### config.mk
export PLATFORM = sky130hd
export DESIGN_NAME = i2cst_tx
export DESIGN_NICKNAME = d
export VERILOG_FILES = /design/src/rtl/i2cst_pkg.sv /design/src/rtl/i2cst_bus_mon.sv /design/src/rtl/i2cst_txbuf.sv /design/src/rtl/i2cst_shifter.sv /design/src/rtl/i2cst_status.sv /design/src/rtl/i2cst_tx.sv
export SDC_FILE = /design/constraint.sdc
export NUM_CORES = 1
export LEC_CHECK = 0
export BUFFER_PORTS_ARGS = -buffer_cell sky130_fd_sc_hd__buf_4
export CELL_PAD_IN_SITES_DETAIL_PLACEMENT = 2
export CELL_PAD_IN_SITES_GLOBAL_PLACEMENT = 2
export CORE_MARGIN = 3
export CORE_UTILIZATION = 30
export DETAILED_ROUTE_END_ITERATION = 10
export GPL_TIMING_DRIVEN = 0
export PLACE_DENSITY = 0.61
export SYNTH_ARGS = -nofsm -noshare
export SYNTH_HDL_FRONTEND = slang
export SYNTH_SLANG_ARGS = --single-unit
### constraint.sdc
create_clock -name clk -period 4.1 [get_ports clk]
set_input_delay 0.41 -clock clk [delete_from_list [all_inputs] [get_ports clk]]
set_output_delay 0.41 -clock clk [all_outputs]
set_load 0.03 [all_outputs]
### src/rtl/i2cst_pkg.sv
package i2cst_pkg;
  typedef enum logic [1:0] {
    ST_IDLE = 2'd0,
    ST_SEND = 2'd1,
    ST_ACK  = 2'd2,
    ST_HOLD = 2'd3
  } tx_state_e;
endpackage

### src/rtl/i2cst_bus_mon.sv
module i2cst_bus_mon #(
  parameter int SYNC_STAGES = 2
) (
  input  logic clk,
  input  logic rst_n,
  input  logic scl_i,
  input  logic sda_i,
  output logic scl_lvl,
  output logic sda_lvl,
  output logic scl_rise,
  output logic scl_fall,
  output logic start_det,
  output logic stop_det
);
  logic [SYNC_STAGES-1:0] scl_sh, sda_sh;
  logic scl_q, sda_q;

  generate
    if (SYNC_STAGES == 1) begin : g_single
      always_ff @(posedge clk or negedge rst_n) begin
        if (!rst_n) begin
          scl_sh <= '1;
          sda_sh <= '1;
        end else begin
          scl_sh <= scl_i;
          sda_sh <= sda_i;
        end
      end
    end else begin : g_chain
      always_ff @(posedge clk or negedge rst_n) begin
        if (!rst_n) begin
          scl_sh <= '1;
          sda_sh <= '1;
        end else begin
          scl_sh <= {scl_sh[SYNC_STAGES-2:0], scl_i};
          sda_sh <= {sda_sh[SYNC_STAGES-2:0], sda_i};
        end
      end
    end
  endgenerate

  assign scl_lvl = scl_sh[SYNC_STAGES-1];
  assign sda_lvl = sda_sh[SYNC_STAGES-1];

  always_ff @(posedge clk or negedge rst_n) begin
    if (!rst_n) begin
      scl_q <= 1'b1;
      sda_q <= 1'b1;
    end else begin
      scl_q <= scl_lvl;
      sda_q <= sda_lvl;
    end
  end

  assign scl_rise  = scl_lvl & ~scl_q;
  assign scl_fall  = ~scl_lvl & scl_q;
  assign start_det = scl_lvl & scl_q & sda_q & ~sda_lvl;
  assign stop_det  = scl_lvl & scl_q & ~sda_q & sda_lvl;
endmodule

### src/rtl/i2cst_txbuf.sv
module i2cst_txbuf #(
  parameter int DATA_W = 8
) (
  input  logic              clk,
  input  logic              rst_n,
  input  logic              tx_valid,
  input  logic [DATA_W-1:0] tx_data,
  output logic              tx_ready,
  input  logic              take,
  output logic [DATA_W-1:0] buf_data,
  output logic              buf_fresh
);
  logic              full;
  logic [DATA_W-1:0] hold;

  always_ff @(posedge clk or negedge rst_n) begin
    if (!rst_n) begin
      full <= 1'b0;
      hold <= '0;
    end else begin
      if (take) full <= 1'b0;
      if (tx_valid && !full) begin
        hold <= tx_data;
        full <= 1'b1;
      end
    end
  end

  assign tx_ready  = ~full;
  assign buf_data  = hold;
  assign buf_fresh = full;
endmodule

### src/rtl/i2cst_shifter.sv
module i2cst_shifter
  import i2cst_pkg::*;
#(
  parameter int DATA_W = 8
) (
  input  logic              clk,
  input  logic              rst_n,
  input  logic              sda_lvl,
  input  logic              scl_rise,
  input  logic              scl_fall,
  input  logic              start_det,
  input  logic              stop_det,
  input  logic              rd_start,
  input  logic [DATA_W-1:0] buf_data,
  input  logic              buf_fresh,
  output logic              take,
  output logic              sda_oe,
  output logic              ack_evt,
  output logic              ack_bit,
  output logic              underrun_evt,
  output logic              abort_evt
);
  localparam int CNT_W = (DATA_W > 2) ? $clog2(DATA_W) : 1;
  localparam logic [CNT_W-1:0] LAST = CNT_W'(DATA_W - 1);

  tx_state_e         state;
  logic [DATA_W-1:0] shreg;
  logic [CNT_W-1:0]  bitcnt;
  logic              parked;
  logic              bus_cond;

  assign bus_cond = start_det | stop_det;
  assign take = !bus_cond &&
                ((state == ST_IDLE && rd_start && !parked) ||
                 (state == ST_HOLD && scl_fall));
  assign underrun_evt = take & ~buf_fresh;
  assign ack_evt      = !bus_cond && state == ST_ACK && scl_rise;
  assign ack_bit      = sda_lvl;
  assign abort_evt    = bus_cond && state != ST_IDLE;

  always_ff @(posedge clk or negedge rst_n) begin
    if (!rst_n) begin
      state  <= ST_IDLE;
      shreg  <= '0;
      bitcnt <= '0;
      parked <= 1'b0;
      sda_oe <= 1'b0;
    end else if (bus_cond) begin
      parked <= 1'b0;
      state  <= ST_IDLE;
      sda_oe <= 1'b0;
    end else if (take) begin
      shreg  <= buf_data;
      sda_oe <= ~buf_data[DATA_W-1];
      bitcnt <= '0;
      state  <= ST_SEND;
    end else begin
      case (state)
        ST_SEND: if (scl_fall) begin
          if (bitcnt == LAST) begin
            sda_oe <= 1'b0;
            state  <= ST_ACK;
          end else begin
            shreg  <= shreg << 1;
            sda_oe <= ~shreg[DATA_W-2];
            bitcnt <= bitcnt + 1'b1;
          end
        end
        ST_ACK: if (scl_rise) begin
          if (sda_lvl) begin
            state  <= ST_IDLE;
            parked <= 1'b1;
          end else begin
            state  <= ST_HOLD;
          end
        end
        default: ;
      endcase
    end
  end
endmodule

### src/rtl/i2cst_status.sv
module i2cst_status (
  input  logic clk,
  input  logic rst_n,
  input  logic load_evt,
  input  logic ack_evt,
  input  logic ack_bit,
  input  logic underrun_evt,
  input  logic abort_evt,
  input  logic status_clr,
  input  logic ie_txd,
  input  logic ie_nack,
  output logic flag_txd,
  output logic flag_nack,
  output logic flag_busy,
  output logic flag_underrun,
  output logic irq
);
  always_ff @(posedge clk or negedge rst_n) begin
    if (!rst_n) begin
      flag_txd      <= 1'b0;
      flag_nack     <= 1'b0;
      flag_busy     <= 1'b0;
      flag_underrun <= 1'b0;
    end else begin
      if (status_clr) begin
        flag_txd      <= 1'b0;
        flag_nack     <= 1'b0;
        flag_underrun <= 1'b0;
      end
      if (ack_evt) begin
        flag_txd  <= 1'b1;
        flag_nack <= ack_bit;
      end
      if (underrun_evt) flag_underrun <= 1'b1;
      if (load_evt) flag_busy <= 1'b1;
      else if (ack_evt || abort_evt) flag_busy <= 1'b0;
    end
  end

  assign irq = (flag_txd & ie_txd) | (flag_nack & ie_nack);
endmodule

### src/rtl/i2cst_tx.sv
module i2cst_tx #(
  parameter int DATA_W      = 8,
  parameter int SYNC_STAGES = 2
) (
  input  logic              clk,
  input  logic              rst_n,
  input  logic              scl_i,
  input  logic              sda_i,
  input  logic              rd_start,
  input  logic              tx_valid,
  input  logic [DATA_W-1:0] tx_data,
  output logic              tx_ready,
  input  logic              ie_txd,
  input  logic              ie_nack,
  input  logic              status_clr,
  output logic              sda_oe,
  output logic              flag_txd,
  output logic              flag_nack,
  output logic              flag_busy,
  output logic              flag_underrun,
  output logic              irq
);
  logic scl_lvl, sda_lvl, scl_rise, scl_fall, start_det, stop_det;
  logic take, buf_fresh, ack_evt, ack_bit, underrun_evt, abort_evt;
  logic [DATA_W-1:0] buf_data;

  i2cst_bus_mon #(.SYNC_STAGES(SYNC_STAGES)) u_mon (
    .clk(clk), .rst_n(rst_n), .scl_i(scl_i), .sda_i(sda_i),
    .scl_lvl(scl_lvl), .sda_lvl(sda_lvl), .scl_rise(scl_rise),
    .scl_fall(scl_fall), .start_det(start_det), .stop_det(stop_det)
  );

  i2cst_txbuf #(.DATA_W(DATA_W)) u_buf (
    .clk(clk), .rst_n(rst_n), .tx_valid(tx_valid), .tx_data(tx_data),
    .tx_ready(tx_ready), .take(take), .buf_data(buf_data), .buf_fresh(buf_fresh)
  );

  i2cst_shifter #(.DATA_W(DATA_W)) u_shift (
    .clk(clk), .rst_n(rst_n), .sda_lvl(sda_lvl), .scl_rise(scl_rise),
    .scl_fall(scl_fall), .start_det(start_det), .stop_det(stop_det),
    .rd_start(rd_start), .buf_data(buf_data), .buf_fresh(buf_fresh),
    .take(take), .sda_oe(sda_oe), .ack_evt(ack_evt), .ack_bit(ack_bit),
    .underrun_evt(underrun_evt), .abort_evt(abort_evt)
  );

  i2cst_status u_stat (
    .clk(clk), .rst_n(rst_n), .load_evt(take), .ack_evt(ack_evt),
    .ack_bit(ack_bit), .underrun_evt(underrun_evt), .abort_evt(abort_evt),
    .status_clr(status_clr), .ie_txd(ie_txd), .ie_nack(ie_nack),
    .flag_txd(flag_txd), .flag_nack(flag_nack), .flag_busy(flag_busy),
    .flag_underrun(flag_underrun), .irq(irq)
  );
endmodule

-- After elaboration in Yosys (flattened, before gate mapping)
Index checks and enable logic that the tools add are counted.
- bits in registers: 33
- input port bits: 17
- output and inout port bits: 7
- logic and storage cells: 109
- $add $sub $neg: 1
- equal/unequal tests: 9
- muxes and demuxes: 33
- bitwise operators: 20
- reductions and logical operators: 31
- operator list (operator ; count):
    7-bit two-way mux ; 4
    2-bit nonzero test ; 10
    1-bit two-way mux ; 18
    2-bit two-way mux ; 6
    3-bit two-way mux ; 4
    4-bit by 1-bit inequality test with 1-bit output (second input constant) ; 3
    4-bit AND reduction ; 3
    1-bit AND ; 10
    1-bit logical AND ; 8
    1-bit inverter ; 8
    3-bit nonzero test ; 2
    2-bit == test (second input constant) ; 2
    2-bit one-hot mux with 2 select lines ; 1
    4-bit nonzero test ; 1
    3-bit by 1-bit adder with 3-bit output (second input constant) ; 1
    3-bit == test (second input constant) ; 1
    1-bit logical NOT ; 3
    2-bit by 1-bit == test with 1-bit output (second input constant) ; 1
    2-bit logical NOT ; 1
    1-bit logical OR ; 2
    2-bit by 1-bit inequality test with 1-bit output (second input constant) ; 1
    2-bit inequality test (second input constant) ; 1
    1-bit bitwise OR ; 2
    2-bit AND reduction ; 1

-- Logic depth before layout (Yosys ltp)
Gate-level depths: netlist (run 1).
- depth in word-level cells: 10
- depth in mapped cells: 6
- mapped depth without buffers: 5

-- Modules after synthesis
A second synthesis (run 1) with hierarchy kept.
- cell total of the unflattened synthesis: 148
- area, all modules: 1735.4 µm²
- modules (own cells, without submodules) (module ; instances ; cells each ; area an instance (µm²) ; seq. area each (µm²)):
    i2cst_shifter ; 1 ; 105 ; 1014.7 ; 350.3
    i2cst_txbuf ; 1 ; 21 ; 374.1 ; 225.2
    i2cst_bus_mon ; 1 ; 10 ; 190.2 ; 157.7
    i2cst_status ; 1 ; 12 ; 156.4 ; 100.1

-- Worst setup path before layout (run 1)
OpenSTA, ideal clock, no wires.
- path type: register -> register
- start: register u_shift.bitcnt[0]
- end: register u_shift.shreg[1]
- library setup time: 135 ps
- data arrival time: 1476 ps
- required time: 3965 ps
- slack: 2489 ps
- cell stages (with the launch flop): 7
- path buffers: 1
- clock period less this slack: 1611 ps
- path through: dfrtp_1 -> ha_1 -> ha_1 -> or3_4 -> buf_6 -> o22ai_1 -> a2bb2oi_1
- cells in the longest elaborated chain, start to end: 3
- ends and longest elaborated chain (element ; line ; source):
    start: declaration ; i2cst_shifter.sv:28 ; logic [CNT_W-1:0] bitcnt;
    start signal: assignment ; i2cst_shifter.sv:66 ; bitcnt <= bitcnt + 1'b1;
    3-bit == test ; i2cst_shifter.sv:60 ; if (bitcnt == LAST) begin
    2-bit by 1-bit inequality test with 1-bit output (no source line) ; n/a ;
    4-bit AND reduction (no source line) ; n/a ;
    end signal: assignment ; i2cst_shifter.sv:53 ; shreg <= buf_data;
    end signal: assignment ; i2cst_shifter.sv:64 ; shreg <= shreg << 1;
    end: declaration ; i2cst_shifter.sv:27 ; logic [DATA_W-1:0] shreg;
Every way passes these cells.
A chain may end at the register's enable or synchronous reset.

-- Worst setup path in the final report (run 1)
Ends and elaborated chain as after synthesis.

==> results of run 1 <==
-- per-stage QoR --
step | instance area [sq um] | setup slack, ns | hold slack (ns) | power (mW) | cells
2_1_floorplan | 1420 | 2.49 | 0.114 | 0.728 | 108
3_3_place_gp | 1660 | 2.36 | 0.346 | 0.821 | 183
3_5_place_dp | 1660 | 2.33 | 0.351 | 0.843 | 183
4_1_cts | 1760 | 2.31 | 0.0702 | 1.12 | 191
5_1_grt | 1760 | 2.22 | 0.0814 | 1.18 | 191
6_report | 1760 | 2.33 | 0.0551 | 1.10 | 191
-- metal layers --
metal | up-vias | wire length, um
li1 | 452 | -
met4 | 0 | 57
met5 | - | 0
met1 | 513 | 1350
met3 | 6 | 138
met2 | 23 | 1700
-- final cells by class --
type / instances / area [sq um]
buffer: 4 / 26.3
clock buffer: 7 / 96.3
clock inverter: 1 / 5.00
fill: 474 / 2710
inverter: 3 / 11.3
multi-input combinational: 68 / 551
sequential: 33 / 833
tap: 52 / 65.1
timing repair buffer: 23 / 173
-- flip-flops by register name (all words and copies together) (netlist names), 2 cells and up --
register	cells
u_buf.buf_data	8
u_shift.shreg	7
u_shift.bitcnt	3
u_mon.scl_sh	2
u_mon.sda_sh	2
u_shift.state	2
-- worst reg2reg max path: cells and delay by family (launching register included) --
family	cells	cell delay, ns
flops	1	0.40
simple gates	1	0.41
buf+inv	1	0.17
compound gates	2	0.23
fa+ha+maj	2	0.42
-- worst max-delay path by stage --
stage | start | to | slack (ns) | cells past startpoint
floorplan | u_shift.bitcnt[0]$_DFFE_PN0P_ | u_shift.shreg[1]$_DFFE_PN0P_ | 2.49 | 6
finish | u_shift.bitcnt[0]$_DFFE_PN0P_ | u_shift.shreg[1]$_DFFE_PN0P_ | 2.33 | 6
global placement | u_shift.bitcnt[0]$_DFFE_PN0P_ | u_shift.shreg[3]$_DFFE_PN0P_ | 2.36 | 6
global route | u_shift.bitcnt[0]$_DFFE_PN0P_ | u_shift.shreg[1]$_DFFE_PN0P_ | 2.22 | 6
CTS | u_shift.bitcnt[0]$_DFFE_PN0P_ | u_shift.shreg[1]$_DFFE_PN0P_ | 2.31 | 6
detailed placement | u_shift.bitcnt[0]$_DFFE_PN0P_ | u_shift.shreg[3]$_DFFE_PN0P_ | 2.33 | 6
-- cell families (layout without fill, tap and decap cells) --
logic type | count (synthesis) | in the layout | share of synthesized area
AND/OR/NAND/NOR | 25 | 25 | 0.123
buffers and inverters | 7 | 38 | 0.0264
adder cells (fa/ha/maj) | 2 | 2 | 0.0176
XOR/XNOR | 2 | 2 | 0.0123
flip-flops | 33 | 33 | 0.586
multiplexers | 10 | 10 | 0.0766
AO/OA/AOI/OAI | 29 | 29 | 0.158
-- synthesized netlist by cell type, drive strengths merged (2+ instances only) --
library cell and count:
buf 2, nor2b 3, nand2 7, o21ai 5, dfrtp 27, a22o 2
o22ai 6, or2 2, clkbuf 2, mux2 7, a21oi 3, and4bb 2
inv 3, nor2 7, a2bb2oi 6, mux2i 3, dfstp 6, ha 2
a21o 2
-- power by group through the flow --
stage                     sequential [mW]  clock, mW  combinational (mW)
final                               0.511      0.270               0.318
after global routing                0.530      0.302               0.353
after CTS                           0.513      0.282               0.328
after detailed placement            0.518          0               0.326
after global placement              0.509          0               0.312
after floorplan                     0.519          0               0.209
==> out/summary.json, run 1 <==
{
  "clocking": {
    "cts.root.buffer_cell": "sky130_fd_sc_hd__clkbuf_8",
    "cts_sinks": 33,
    "cts_buffers": 5,
    "clock_insertion_delay_at_the_later_pin_of_the_skew_report_ns": 0.29,
    "clock_path_buffers": 2,
    "cts_tree": "done",
    "cts_hold_repair.buffers": 0,
    "htree_num_levels": 2,
    "clk_pin_slew_worst_paths_ns": 0.07,
    "cts_repair_resize_count": 0,
    "post-cts-setup-buffer-count": 0
  },
  "yosys": {
    "post_synth.cell_area_avg_sq_um": 13.2,
    "netlist_top_cells_area": "sky130_fd_sc_hd__dfrtp_1 48%, sky130_fd_sc_hd__dfstp_2 11%, sky130_fd_sc_hd__a2bb2oi_1 3.7%, sky130_fd_sc_hd__mux2_2 3.2%, sky130_fd_sc_hd__o22ai_1 2.6%",
    "synth.yosys.warnings": 0,
    "synth-seq-cells": 33,
    "synth.distinct_cells": 38,
    "synth_sequential_area_ratio": 0.586,
    "synthesis.area_sq_mm": 0.00142,
    "synth_cells": 108,
    "synth-async-reset-ratio": 1.00,
    "synthFlopType": "sky130_fd_sc_hd__dfrtp_1",
    "post-synth-top-area-fraction": 0.475,
    "synth-edff-count": 0,
    "synth.largest_area_cell": "sky130_fd_sc_hd__dfrtp_1",
    "synth_net_count": 127
  },
  "critical_path": {
    "path_max_fanout": 10,
    "most_used_cell_cp": "sky130_fd_sc_hd__ha_1",
    "critPathBufInv": 1,
    "regToRegEndpoint": "u_shift.shreg[1]$_DFFE_PN0P_",
    "required_time_worst_endpoint_ns": 4.24,
    "critPathTopFamily": "adder cells",
    "r2r_start": "u_shift.bitcnt[0]$_DFFE_PN0P_",
    "worst-r2r-cell-count": 6,
    "worstSetupStartpointType": "flop",
    "cp_slowest_cell": "sky130_fd_sc_hd__or3_4",
    "crit_type": "reg -> reg",
    "r2r_setup_slack_ns": 2.33,
    "max_stage_delay_ns": 0.41,
    "cp.arrival_ns": 1.91,
    "worst_setup_path_end_kind": "flop",
    "worstPathCellList": "ha_1 -> ha_1 -> or3_4 -> buf_6 -> o22ai_1 -> a2bb2oi_1"
  },
  "placed_design": {
    "detailedPlacementHpwl_um": 2330,
    "gpl.final_weighted_congestion": 0.747,
    "port_buffers": 23
  },
  "global_routing": {
    "grt_use_total": 0.138,
    "total_congestion_overflow_after_global_routing": 0,
    "grt_pass1_wl_um": 5460,
    "grt.busiest_layer": "met2",
    "grt_pass1_vias": 1098,
    "grt_util_met1": 0.158,
    "gr_util_met2": 0.235,
    "grt_max_degree": 34,
    "gr-usage-met3": 0.0441,
    "antenna_violations_before_repair": 0
  },
  "run_status": {
    "status": "finished, final reports clean"
  },
  "layout": {
    "num_antenna_cells": 0,
    "num-nets-final": 157,
    "layout-drive-gt1-share": 0.396,
    "postLayoutCoreUtil": 0.393,
    "area_growth_syn_to_layout_pct": 23.9,
    "layout_commonest_cell": "sky130_fd_sc_hd__dfrtp_1",
    "layout.cells.most_common_list": "27 x sky130_fd_sc_hd__dfrtp_1, 24 x sky130_fd_sc_hd__buf_4, 7 x sky130_fd_sc_hd__nand2_1, 7 x sky130_fd_sc_hd__clkbuf_8"
  },
  "floorplanning": {
    "io-pin-count": 24,
    "floorplan.initialDensity": 0.318,
    "placementRows": 24,
    "die_area_sq_mm": 0.00560,
    "floorplan.core_area_sq_mm": 0.00447,
    "fp.dieH_um": 74.8,
    "die_width_um": 74.8
  },
  "drt": {
    "vias": 994,
    "detail-route-antenna-nets": 0,
    "first_pass_iters": 4,
    "wl_per_cell_um": 17.0,
    "route.detailed.vias_per_inst": 5.20,
    "drt_first_iter_violations": 50,
    "drc_viols": 0,
    "wirelength_um": 3250
  },
  "sta": {
    "max_clock_freq_mhz": 565,
    "grt_setup_unrepaired": "false",
    "slew_headroom": 0.644,
    "maxSlewViolCount": 0,
    "clock_skew_ns": 0.00711,
    "finalHoldViolCount": 0,
    "finalSetupViolations": 0,
    "timing.final.crit_share": 0.432,
    "tns_ns": 0,
    "slew_at_the_pin_closest_to_its_max_slew_limit_ns": 0.534,
    "timing.final.crit_period_ns": 1.77
  },
  "power": {
    "power.sequential.fraction": 0.465,
    "power_switching_share": 0.319,
    "cellLeakagePower_nw": 0.801,
    "worst_ir_drop_vdd_uv": 215,
    "pint_mw": 0.748,
    "power.switching_mw": 0.351,
    "power.combinational.fraction": 0.289,
    "pwr-share-clk": 0.246,
    "powerDensity_mw_per_mm2": 624
  },
  "flow_run": {
    "cap_viol_max_count": 0
  },
  "worst_hold_path": {
    "class_of_the_tightest_hold_or_removal_check": "in -> async"
  }
}
No activity file was read; power rests on OpenSTA's default activity.
==> run 2: changes to the inputs <==
--- a/config.mk
+++ b/config.mk
@@ -12,7 +12,7 @@
 export CORE_UTILIZATION = 30
 export DETAILED_ROUTE_END_ITERATION = 10
 export GPL_TIMING_DRIVEN = 0
-export PLACE_DENSITY = 0.61
+export PLACE_DENSITY = 0.63
 export SYNTH_ARGS = -nofsm -noshare
 export SYNTH_HDL_FRONTEND = slang
 export SYNTH_SLANG_ARGS = --single-unit
==> constraint.sdc (replaced) <==
create_clock -name clk -period 1.4 [get_ports clk]
set_input_delay 0.14 -clock clk [delete_from_list [all_inputs] [get_ports clk]]
set_output_delay 0.14 -clock clk [all_outputs]
set_load 0.03 [all_outputs]
==> run 2 against run 1 <==
Compared with the run above: the run now ends with negative setup slack left; die area unchanged; cell count increased by 6.3%; design area increased by 12%; register-to-register slack got worse by 2.6 ns; sequential power increased to 3.0 times the previous value; critical endpoint is now u_shift.bitcnt[2]$_DFFE_PN0P_.
==> out/summary.json, run 2 (synthesis gave the netlist of run 1 again) <==
{
  "sta": {
    "maxSlewViolCount": {"value": 0, "change": "unchanged"},
    "clock_skew": {"value": 0.00807, "unit": "ns", "change": "was 0.00711 ns"},
    "slew_at_the_pin_closest_to_its_max_slew_limit": {"value": 0.419, "unit": "ns", "change": "was 0.534 ns"},
    "timing.final.crit_share": {"value": 1.17, "change": "was 0.432"},
    "grt_setup_unrepaired": {"value": "true", "change": "was false"},
    "max_clock_freq": {"value": 611, "unit": "MHz", "change": "was 565 MHz"},
    "finalHoldViolCount": {"value": 0, "change": "unchanged"},
    "finalSetupViolations": {"value": 14, "change": "was 0"},
    "timing.final.crit_period": {"value": 1.64, "unit": "ns", "change": "was 1.77 ns"},
    "slew_headroom": {"value": 0.720, "change": "was 0.644"},
    "setup_slack": {"value": -0.237, "unit": "ns", "change": "was 2.33 ns"}
  },
  "critical_path": {
    "crit_start": {"value": "u_shift.bitcnt[0]$_DFFE_PN0P_", "change": "unchanged"},
    "required_time_worst_endpoint": {"value": 1.58, "unit": "ns", "change": "was 4.24 ns"},
    "path_max_fanout": {"value": 10, "change": "unchanged"},
    "setup.worst_path.end": {"value": "u_shift.bitcnt[2]$_DFFE_PN0P_", "change": "was u_shift.shreg[1]$_DFFE_PN0P_"},
    "crit_type": {"value": "reg -> reg", "change": "unchanged"},
    "worst-r2r-cell-count": {"value": 6, "change": "unchanged"},
    "r2r_setup_slack": {"value": -0.24, "unit": "ns", "change": "was 2.33 ns"},
    "worst_setup_path_end_kind": {"value": "flop", "change": "unchanged"},
    "regToRegEndpoint": {"value": "u_shift.bitcnt[2]$_DFFE_PN0P_", "change": "was u_shift.shreg[1]$_DFFE_PN0P_"},
    "r2r_start": {"value": "u_shift.bitcnt[0]$_DFFE_PN0P_", "change": "unchanged"},
    "cp.arrival": {"value": 1.81, "unit": "ns", "change": "was 1.91 ns"},
    "worstSetupStartpointType": {"value": "flop", "change": "unchanged"}
  },
  "flow_run": {
    "cap_viol_max_count": {"value": 0, "change": "unchanged"}
  },
  "power": {
    "worst_ir_drop_vdd": {"value": 577, "unit": "uV", "change": "was 215 uV"},
    "report.power.total": {"value": 3.39, "unit": "mW", "change": "was 1.10 mW"},
    "powerDensity": {"value": 1720, "unit": "mW/mm^2", "change": "was 624 mW/mm^2"},
    "cellLeakagePower": {"value": 0.885, "unit": "nW", "change": "was 0.801 nW"}
  },
  "clocking": {
    "clock_insertion_delay_at_the_later_pin_of_the_skew_report": {"value": 0.29, "unit": "ns", "change": "about the same"},
    "clk_pin_slew_worst_paths": {"value": 0.07, "unit": "ns", "change": "about the same"},
    "htree_num_levels": {"value": 2, "change": "unchanged"},
    "clock_path_buffers": {"value": 2, "change": "unchanged"},
    "cts_tree": {"value": "done", "change": "unchanged"},
    "cts_sinks": {"value": 33, "change": "unchanged"},
    "cts_buffers": {"value": 5, "change": "unchanged"},
    "cts.root.buffer_cell": {"value": "sky130_fd_sc_hd__clkbuf_8", "change": "unchanged"}
  },
  "worst_hold_path": {
    "min_from": "tx_data[0]",
    "class_of_the_tightest_hold_or_removal_check": {"value": "in -> reg", "change": "was in -> async"}
  },
  "layout": {
    "layout_commonest_cell": {"value": "sky130_fd_sc_hd__buf_4", "change": "was sky130_fd_sc_hd__dfrtp_1"},
    "num-nets-final": {"value": 169, "change": "was 157"},
    "layout-drive-gt1-share": {"value": 0.536, "change": "was 0.396"},
    "num_antenna_cells": {"value": 0, "change": "unchanged"},
    "stdcell_area": {"value": 0.00197, "unit": "sq mm", "change": "was 0.00176 sq mm"},
    "postLayoutCoreUtil": {"value": 0.440, "change": "was 0.393"},
    "largest_register_ff_count": {"value": 8, "change": "unchanged"},
    "area_growth_syn_to_layout": {"value": 38.6, "unit": "%", "change": "was 23.9%"},
    "layout.cells.most_common_list": {"value": "29 x sky130_fd_sc_hd__buf_4, 25 x sky130_fd_sc_hd__dfrtp_1, 6 x sky130_fd_sc_hd__nand2_1, 6 x sky130_fd_sc_hd__dfstp_2, 5 x sky130_fd_sc_hd__clkbuf_8", "change": "was 27 x sky130_fd_sc_hd__dfrtp_1, 24 x sky130_fd_sc_hd__buf_4, 7 x sky130_fd_sc_hd__nand2_1, 7 x sky130_fd_sc_hd__clkbuf_8"},
    "filler_cell_count": {"value": 458, "change": "was 474"}
  },
  "floorplanning": {
    "die_area": {"value": 0.00560, "unit": "sq mm", "change": "unchanged"},
    "floorplan.initialDensity": {"value": 0.318, "change": "unchanged"},
    "floorplan.core_area": {"value": 0.00447, "unit": "sq mm", "change": "unchanged"},
    "die_width": {"value": 74.8, "unit": "um", "change": "unchanged"},
    "placementRows": {"value": 24, "change": "unchanged"},
    "fp.dieH": {"value": 74.8, "unit": "um", "change": "unchanged"},
    "io-pin-count": {"value": 24, "change": "unchanged"}
  },
  "drt": {
    "wl_per_cell": {"value": 16.7, "unit": "um", "change": "was 17.0 um"},
    "drt_first_iter_violations": {"value": 37, "change": "was 50"},
    "vias": {"value": 1008, "change": "was 994"},
    "drc_viols": {"value": 0, "change": "unchanged"},
    "route.detailed.vias_per_inst": {"value": 4.97, "change": "was 5.20"},
    "first_pass_iters": {"value": 4, "change": "unchanged"},
    "wirelength": {"value": 3390, "unit": "um", "change": "was 3250 um"},
    "detail-route-antenna-nets": {"value": 0, "change": "unchanged"}
  },
  "global_routing": {
    "antenna_violations_before_repair": {"value": 0, "change": "unchanged"},
    "grt_use_total": {"value": 0.137, "change": "was 0.138"},
    "total_congestion_overflow_after_global_routing": {"value": 0, "change": "unchanged"},
    "grt_pass1_wl": {"value": 5440, "unit": "um", "change": "was 5460 um"},
    "grt_pass1_vias": {"value": 1095, "change": "was 1098"},
    "grt_max_degree": {"value": 34, "change": "unchanged"}
  },
  "placed_design": {
    "gpl.final_weighted_congestion": {"value": 0.745, "change": "was 0.747"},
    "port_buffers": {"value": 23, "change": "unchanged"},
    "pre_cts_ws": {"value": -0.260, "unit": "ns", "change": "was 2.33 ns"},
    "detailedPlacementHpwl": {"value": 2210, "unit": "um", "change": "was 2330 um"},
    "placement.cell_area": {"value": 0.00167, "unit": "sq mm", "change": "was 0.00166 sq mm"}
  },
  "run_status": {
    "status": {"value": "finished, violations left", "change": "was finished, final reports clean"},
    "violations_in_the_final_reports": "negative setup slack"
  }
}
## run 2: changes by cell type in the layout (fill, tap and decap cells not counted), moves of 3 or more
cell	previous run	this run
sky130_fd_sc_hd__buf_4	24	29
sky130_fd_sc_hd__dlygate4sd3_1	0	3
sky130_fd_sc_hd__o22ai_1	6	3
sky130_fd_sc_hd__o22ai_2	0	3
## run 2: final cells by class
| cell class | count | area [sq um] | area share |
|---|---|---|---|
| Buffer | 3 | 35.0 | 0.0178 |
| Clock buffer | 6 | 72.6 | 0.0368 |
| Clock inverter | 2 | 10.0 | 0.00508 |
| Inverter | 3 | 11.3 | 0.00571 |
| Multi-Input combinational cell | 68 | 654 | 0.332 |
| Sequential cell | 33 | 836 | 0.424 |
| Tap cell | 52 | 65.1 | 0.0330 |
| Timing Repair Buffer | 36 | 287 | 0.145 |
## run 2: timing repair
| action | CTS | global route |
|---|---|---|
| setup endpoints to repair | 24 | 16 |
| endpoints found under the hold margin | 29 | 0 |
| hold buffers | 3 | 0 |
| buffers inserted | 4 | 6 |
| pin swaps | 4 | 10 |
| gates resized for setup | 19 | 6 |
## run 2: report_power, final
| group | leakage [nW] | internal [mW] | switching [mW] |
|---|---|---|---|
| Combinational | 0.452 | 0.637 | 0.533 |
| Clock | 0.0450 | 0.344 | 0.349 |
| Sequential | 0.388 | 1.28 | 0.247 |
| Total | 0.885 | 2.26 | 1.13 |
## run 2: critical path: stages (launching register included)
cell and delay [ns]:
sky130_fd_sc_hd__dfrtp_1 0.40, sky130_fd_sc_hd__ha_2 0.19, sky130_fd_sc_hd__ha_4 0.16, sky130_fd_sc_hd__or3_4 0.36, sky130_fd_sc_hd__buf_8 0.17, sky130_fd_sc_hd__mux2i_1 0.18
sky130_fd_sc_hd__nor2_1 0.06
## run 2: how the worst min path moves through the flow
stage               depth (start not counted)                             to  slack, ns
global placement                            1   u_shift.state[0]$_DFFE_PN0P_       0.11
CTS                                         3  u_buf.buf_data[0]$_DFFE_PN0P_       0.05
finish                                      3  u_buf.buf_data[0]$_DFFE_PN0P_       0.05
floorplan                                   0  u_buf.buf_data[0]$_DFFE_PN0P_      -0.16
detailed placement                          1   u_shift.state[0]$_DFFE_PN0P_       0.12
global route                                3  u_buf.buf_data[0]$_DFFE_PN0P_       0.04
## run 2: per-layer routing
metal,wire [um],vias up,global-route usage,share of wire
met1,1500,503,0.166,0.44
met3,175,6,0.0481,0.052
met4,78,0,0.0771,0.023
met5,0,-,0,0
met2,1630,24,0.212,0.48
li1,-,475,-,-
## run 2: stage by stage
stage,hold WS (ns),instances,setup TNS (ns)
6_report,0.0549,203,-2.44
3_3_place_gp,0.110,183,-2.90
2_1_floorplan,-0.156,108,-1.07
5_1_grt,0.0419,203,-3.37
4_1_cts,0.0481,197,-2.53
3_5_place_dp,0.116,183,-3.81
